`config.mk`:
```
export PLATFORM = sky130hd
export DESIGN_NAME = l2_alloc_filter
export DESIGN_NICKNAME = d
export VERILOG_FILES = /design/src/rtl/l2pf_pkg.sv /design/src/rtl/l2pf_ctl_regs.sv /design/src/rtl/l2pf_inv_seq.sv /design/src/rtl/l2pf_policy.sv /design/src/rtl/l2_alloc_filter.sv
export SDC_FILE = /design/constraint.sdc
export NUM_CORES = 1
export LEC_CHECK = 0
export BUFFER_PORTS_ARGS = -buffer_cell sky130_fd_sc_hd__buf_2
export CAP_MARGIN = 25
export CORE_MARGIN = 4
export CORE_UTILIZATION = 44
export DETAILED_ROUTE_END_ITERATION = 16
export PLACE_DENSITY = 0.74
export SLEW_MARGIN = 20
export SYNTH_ARGS = -nofsm -noshare
export SYNTH_HDL_FRONTEND = slang
export SYNTH_SLANG_ARGS = --single-unit
```
`constraint.sdc`:
```
create_clock -name clk -period 1.3 [get_ports clk]
set_clock_uncertainty 0.15 [all_clocks]
set_input_delay 0.195 -clock clk [delete_from_list [all_inputs] [get_ports clk]]
set_output_delay 0.195 -clock clk [all_outputs]
set_load 0.01 [all_outputs]
```
`src/rtl/l2pf_pkg.sv`:
```
package l2pf_pkg;

    typedef enum logic [1:0] {
        REQ_IFETCH = 2'd0,
        REQ_DREAD  = 2'd1,
        REQ_DWRITE = 2'd2,
        REQ_RSVD   = 2'd3
    } req_kind_e;

    typedef enum logic [1:0] {
        LS_INV  = 2'd0,
        LS_EXC  = 2'd1,
        LS_MOD  = 2'd2,
        LS_RSVD = 2'd3
    } line_st_e;

    typedef struct packed {
        logic en;
        logic data_only;
        logic inst_only;
        logic wthru;
    } ctl_t;

    typedef struct packed {
        logic     lookup;
        logic     alloc;
        logic     bypass;
        logic     bus_wr;
        logic     set_state;
        line_st_e state;
    } verdict_t;

endpackage

```
`src/rtl/l2pf_ctl_regs.sv`:
```
module l2pf_ctl_regs
    import l2pf_pkg::*;
(
    input  logic clk,
    input  logic rst_n,
    input  logic ctl_load,
    input  ctl_t ctl_in,
    input  logic inv_req,
    input  logic seq_idle,
    output ctl_t ctl_q,
    output logic inv_go,
    output logic inv_err
);

    // Control register: cleared by reset, used by the following cycle.
    always_ff @(posedge clk) begin
        if (!rst_n) begin
            ctl_q <= '0;
        end else if (ctl_load) begin
            ctl_q <= ctl_in;
        end
    end

    // An invalidate is only accepted while disabled and idle.
    always_comb begin
        inv_go = inv_req && seq_idle && !ctl_q.en;
    end

    // Sticky error for an invalidate attempted while enabled.
    always_ff @(posedge clk) begin
        if (!rst_n) begin
            inv_err <= 1'b0;
        end else if (inv_req && ctl_q.en) begin
            inv_err <= 1'b1;
        end
    end

endmodule

```
`src/rtl/l2pf_inv_seq.sv`:
```
module l2pf_inv_seq #(
    parameter  int NSETS = 16,
    localparam int IW    = (NSETS > 1) ? $clog2(NSETS) : 1
) (
    input  logic          clk,
    input  logic          rst_n,
    input  logic          go,
    output logic          idle,
    output logic          busy,
    output logic [IW-1:0] idx
);

    typedef enum logic {
        SEQ_IDLE = 1'b0,
        SEQ_WALK = 1'b1
    } seq_st_e;

    localparam logic [IW-1:0] LAST = IW'(NSETS - 1);

    seq_st_e       st_q, st_d;
    logic [IW-1:0] idx_q, idx_d;

    // State register.
    always_ff @(posedge clk) begin
        if (!rst_n) begin
            st_q  <= SEQ_IDLE;
            idx_q <= '0;
        end else begin
            st_q  <= st_d;
            idx_q <= idx_d;
        end
    end

    // Next-state logic: GO enters the walk, DONE leaves it after the last set.
    always_comb begin
        st_d  = st_q;
        idx_d = idx_q;
        unique case (st_q)
            SEQ_IDLE: begin
                idx_d = '0;
                if (go) begin
                    st_d = SEQ_WALK;
                end
            end
            SEQ_WALK: begin
                if (idx_q == LAST) begin
                    st_d  = SEQ_IDLE;
                    idx_d = '0;
                end else begin
                    idx_d = idx_q + 1'b1;
                end
            end
            default: st_d = SEQ_IDLE;
        endcase
    end

    // Outputs.
    always_comb begin
        idle = 1'b0;
        busy = 1'b0;
        unique case (st_q)
            SEQ_IDLE: idle = 1'b1;
            SEQ_WALK: busy = 1'b1;
            default:  idle = 1'b1;
        endcase
        idx = idx_q;
    end

endmodule

```
`src/rtl/l2pf_policy.sv`:
```
module l2pf_policy
    import l2pf_pkg::*;
(
    input  logic      clk,
    input  logic      rst_n,
    input  logic      req_valid,
    input  req_kind_e req_kind,
    input  logic      req_hit,
    input  ctl_t      ctl,
    input  logic      walk_busy,
    output logic      rsp_valid,
    output verdict_t  rsp
);

    verdict_t v;
    logic     is_wr;
    logic     is_if;
    logic     no_alloc;

    always_comb begin
        is_wr = 1'b0;
        is_if = 1'b0;
        unique case (req_kind)
            REQ_IFETCH: is_if = 1'b1;
            REQ_DREAD:  ;
            REQ_DWRITE: is_wr = 1'b1;
            REQ_RSVD:   ;
            default:    ;
        endcase
        // Fetch misses are held back by data-only mode, data misses by instruction-only mode.
        no_alloc = is_if ? ctl.data_only : ctl.inst_only;
    end

    always_comb begin
        v = '0;
        if (!ctl.en || walk_busy) begin
            v.bypass = 1'b1;
            v.bus_wr = is_wr;
        end else begin
            v.lookup = 1'b1;
            if (req_hit) begin
                if (is_wr) begin
                    v.set_state = 1'b1;
                    v.state     = ctl.wthru ? LS_EXC : LS_MOD;
                    v.bus_wr    = ctl.wthru;
                end
            end else if (no_alloc) begin
                v.bypass = 1'b1;
                v.bus_wr = is_wr;
            end else begin
                v.alloc     = 1'b1;
                v.set_state = 1'b1;
                v.state     = (is_wr && !ctl.wthru) ? LS_MOD : LS_EXC;
                v.bus_wr    = is_wr && ctl.wthru;
            end
        end
    end

    always_ff @(posedge clk) begin
        if (!rst_n) begin
            rsp_valid <= 1'b0;
            rsp       <= '0;
        end else begin
            rsp_valid <= req_valid;
            rsp       <= req_valid ? v : '0;
        end
    end

endmodule

```
`src/rtl/l2_alloc_filter.sv`:
```
module l2_alloc_filter
    import l2pf_pkg::*;
#(
    parameter  int NSETS = 16,
    localparam int IW    = (NSETS > 1) ? $clog2(NSETS) : 1
) (
    input  logic          clk,
    input  logic          rst_n,
    input  logic          ctl_load,
    input  logic          ctl_enable,
    input  logic          ctl_data_only,
    input  logic          ctl_inst_only,
    input  logic          ctl_write_thru,
    input  logic          inv_req,
    input  logic          req_valid,
    input  logic [1:0]    req_kind,
    input  logic          req_hit,
    output logic          rsp_valid,
    output logic          rsp_lookup,
    output logic          rsp_alloc,
    output logic          rsp_bypass,
    output logic          rsp_bus_wr,
    output logic          rsp_set_state,
    output logic [1:0]    rsp_state,
    output logic          inv_busy,
    output logic [IW-1:0] inv_idx,
    output logic          inv_err
);

    ctl_t     ctl_in;
    ctl_t     ctl_q;
    logic     inv_go;
    logic     seq_idle;
    verdict_t rsp;

    always_comb begin
        ctl_in.en        = ctl_enable;
        ctl_in.data_only = ctl_data_only;
        ctl_in.inst_only = ctl_inst_only;
        ctl_in.wthru     = ctl_write_thru;
    end

    l2pf_ctl_regs u_ctl (
        .clk      (clk),
        .rst_n    (rst_n),
        .ctl_load (ctl_load),
        .ctl_in   (ctl_in),
        .inv_req  (inv_req),
        .seq_idle (seq_idle),
        .ctl_q    (ctl_q),
        .inv_go   (inv_go),
        .inv_err  (inv_err)
    );

    l2pf_inv_seq #(.NSETS(NSETS)) u_seq (
        .clk   (clk),
        .rst_n (rst_n),
        .go    (inv_go),
        .idle  (seq_idle),
        .busy  (inv_busy),
        .idx   (inv_idx)
    );

    l2pf_policy u_pol (
        .clk       (clk),
        .rst_n     (rst_n),
        .req_valid (req_valid),
        .req_kind  (req_kind_e'(req_kind)),
        .req_hit   (req_hit),
        .ctl       (ctl_q),
        .walk_busy (inv_busy),
        .rsp_valid (rsp_valid),
        .rsp       (rsp)
    );

    always_comb begin
        rsp_lookup    = rsp.lookup;
        rsp_alloc     = rsp.alloc;
        rsp_bypass    = rsp.bypass;
        rsp_bus_wr    = rsp.bus_wr;
        rsp_set_state = rsp.set_state;
        rsp_state     = rsp.state;
    end

endmodule

```
==> results_dict.tcl <==
set metrics [dict create \
    post_cts_resized 0 \
    wl_per_cell_um 11.9 \
    tightest_slew_ns 0.278 \
    start_util_pct 48.2 \
    worstSetupStartpointType "flip-flop" \
    r2r_slack_ns -0.004 \
    grt_max_degree 11 \
    port_buffers 25 \
    ir_drop_mv 0.992 \
    dr.pass1.iters 3 \
    post_cts_buffers 0 \
    final-seq-area_um2 362 \
    cp_max_fo 5 \
    setup_viol 1 \
    multi_input_area_um2 268 \
    die_w_um 46.5 \
    cts.path.max_buffers 2 \
    power_leakage_nw 0.420 \
    clk_pin_slew_ns 0.10 \
    drt_iter0_markers 8 \
    die_y_um 46.5 \
    cts_buffers 3 \
    clk_latency_ns 0.29 \
    cts.htree.levels 1 \
    fp.coreArea_mm2 0.00135 \
    fp.dieArea_mm2 0.00216 \
    p_per_area_mw_per_mm2 1230 \
    num_antenna_cells 0 \
    via_per_inst 4.92 \
    pin_count 26 \
    grt.total_usage_pct 14.2 \
    period_needed_ns 1.30 \
    ys_seq_area_share_pct 55.4 \
    min_path_type "primary input to flip-flop" \
    synthesis.nets 74 \
    ys_seq_elements 18 \
    avgSynthCellArea_um2 10.7 \
    required_ns 1.34 \
    gp_congestion 0.648 \
    timing_hold_violations_final 0 \
    critical_path_class "flip-flop to flip-flop" \
    layout.nets 104 \
    area_growth_pct 28.5 \
    fmax_mhz 767 \
    final_area_um2 836 \
    rsz0062_at_grt "yes" \
    layout_commonest_cell "buf_2" \
    route.detailed.drc 0 \
    instances_no_fill 105 \
    ant_nets 0 \
    num-fill-cells 124 \
    dp_hpwl_um 1010 \
    clockRootBuffer "clkbuf_4" \
    ys_types 25 \
    grt_pass1_vias 479 \
    cts_sinks 18 \
    place_area_um2 798 \
    cts_hold_buf 0 \
    cts_tree "yes" \
    syn_inst 61 \
    yosys_warnings 0 \
    netlist_area_um2 651 \
    vias 517 \
    timing.final.ws_setup_ns -0.00372 \
    slew_violations 0 \
    holdPathStages 2 \
    wl_um 1250 \
    drive_gt1_share_pct 40.0 \
    status "finished with violations" \
    gr-total-overflow 0 \
    antenna_found_initial 0 \
    reg2reg_depth 3 \
    grt_pass1_wl_um 2100 \
    cap_violations 0 \
    violations "negative setup slack" \
    rows 13 \
    layout_common_cells "buf_2 (25), dfxtp_1 (17), nor2b_1 (5), nor2_1 (5)" \
    cp_data_arrival_time_ns 1.34 \
    endpoint_kind "flip-flop" \
    dp_cells 101 \
    slew_headroom_pct 81.3 \
    period_share_pct 100 \
]
metrics by stage:
step	hold WS (ns)	TNS, ns	power, mW	util, %	setup slack [ns]
floorplan	0.123	0	0.656	-	0.104
global placement	0.291	0	0.702	59.1	0.0412
detailed placement	0.304	0	0.706	59.1	0.0239
CTS	0.000757	0	1.04	61.8	0.0174
global route	0.00182	-0.0949	1.09	61.9	-0.0333
finish	0.00593	-0.00372	1.03	61.9	-0.00372
path summary, 6_finish.rpt:
| path | end | from |
|---|---|---|
| min | u_pol.rsp[5] | req_hit |
| max reg2reg | u_pol.rsp[3] | u_ctl.ctl_q[2] |
| min reg2reg | u_seq.idx[0] | u_seq.idx[0] |
| max | u_pol.rsp[3] | u_ctl.ctl_q[2] |
cell families after synthesis:
kind of cell | Yosys count | share of synthesized area [%]
AND/OR/NAND/NOR | 23 | 19.8
flip-flops | 18 | 55.4
AO/OA/AOI/OAI | 7 | 10.6
buffers and inverters | 6 | 3.46
multiplexers | 4 | 6.15
XOR/XNOR | 2 | 2.69
adder cells (fa/ha/maj) | 1 | 1.92
sequential cells by signal, indices dropped and copies added (netlist names):
signal / cells
u_ctl.inv_err: 1
u_pol.rsp_valid: 1
u_seq.idx: 4
u_pol.rsp: 7
u_ctl.ctl_q: 4
u_seq.st_q: 1
cells in the mapped netlist:
cell        n  share of area (%)
dfxtp_1    18                 55
nor2_1      5                2.9
nor2b_1     5                4.8
inv_1       4                2.3
mux2i_1     4                6.2
nand2_1     3                1.7
nand3_1     3                2.3
xor2_1      2                2.7
a2111oi_2   1                2.3
a211oi_1    1                1.2
a21oi_1     1               0.77
a21oi_4     1                2.5
and3_1      1               0.96
clkbuf_1    1               0.58
ha_1        1                1.9
inv_2       1               0.58
nand3_2     1                1.5
nand4_1     1               0.96
nor3_1      1               0.77
nor4_1      1               0.96
o21ai_1     1               0.77
o31a_1      1                1.3
o41a_1      1                1.7
or2b_1      1                1.2
or3b_4      1                1.7
cell type report:
type | count | area share, %
inverter | 5 | 2.25
multi-input combinational | 37 | 32.0
timing repair buffer | 26 | 15.9
tap | 15 | 2.25
sequential | 18 | 43.3
clock buffer | 4 | 4.34
worst max-delay path: stages, from the launching register on:
cell and delay, ns:
dfxtp_2 0.33, or3b_4 0.24, a21oi_4 0.07, o41a_1 0.42
per-layer routing:
layer	vias to the layer above	routed length [um]	track usage [%]
met5	-	0	0
met4	0	41	10.2
met3	4	92	4.30
met2	17	555	20.1
met1	231	564	17.9
li1	265	-	-
power breakdown:
part	leakage, nW	internal, mW	switching [mW]
logic	0.252	0.0478	0.0542
registers	0.147	0.574	0.0169
clock network	0.0210	0.171	0.168
total	0.420	0.792	0.239
Note: power is estimated with default switching activity, not from simulation.
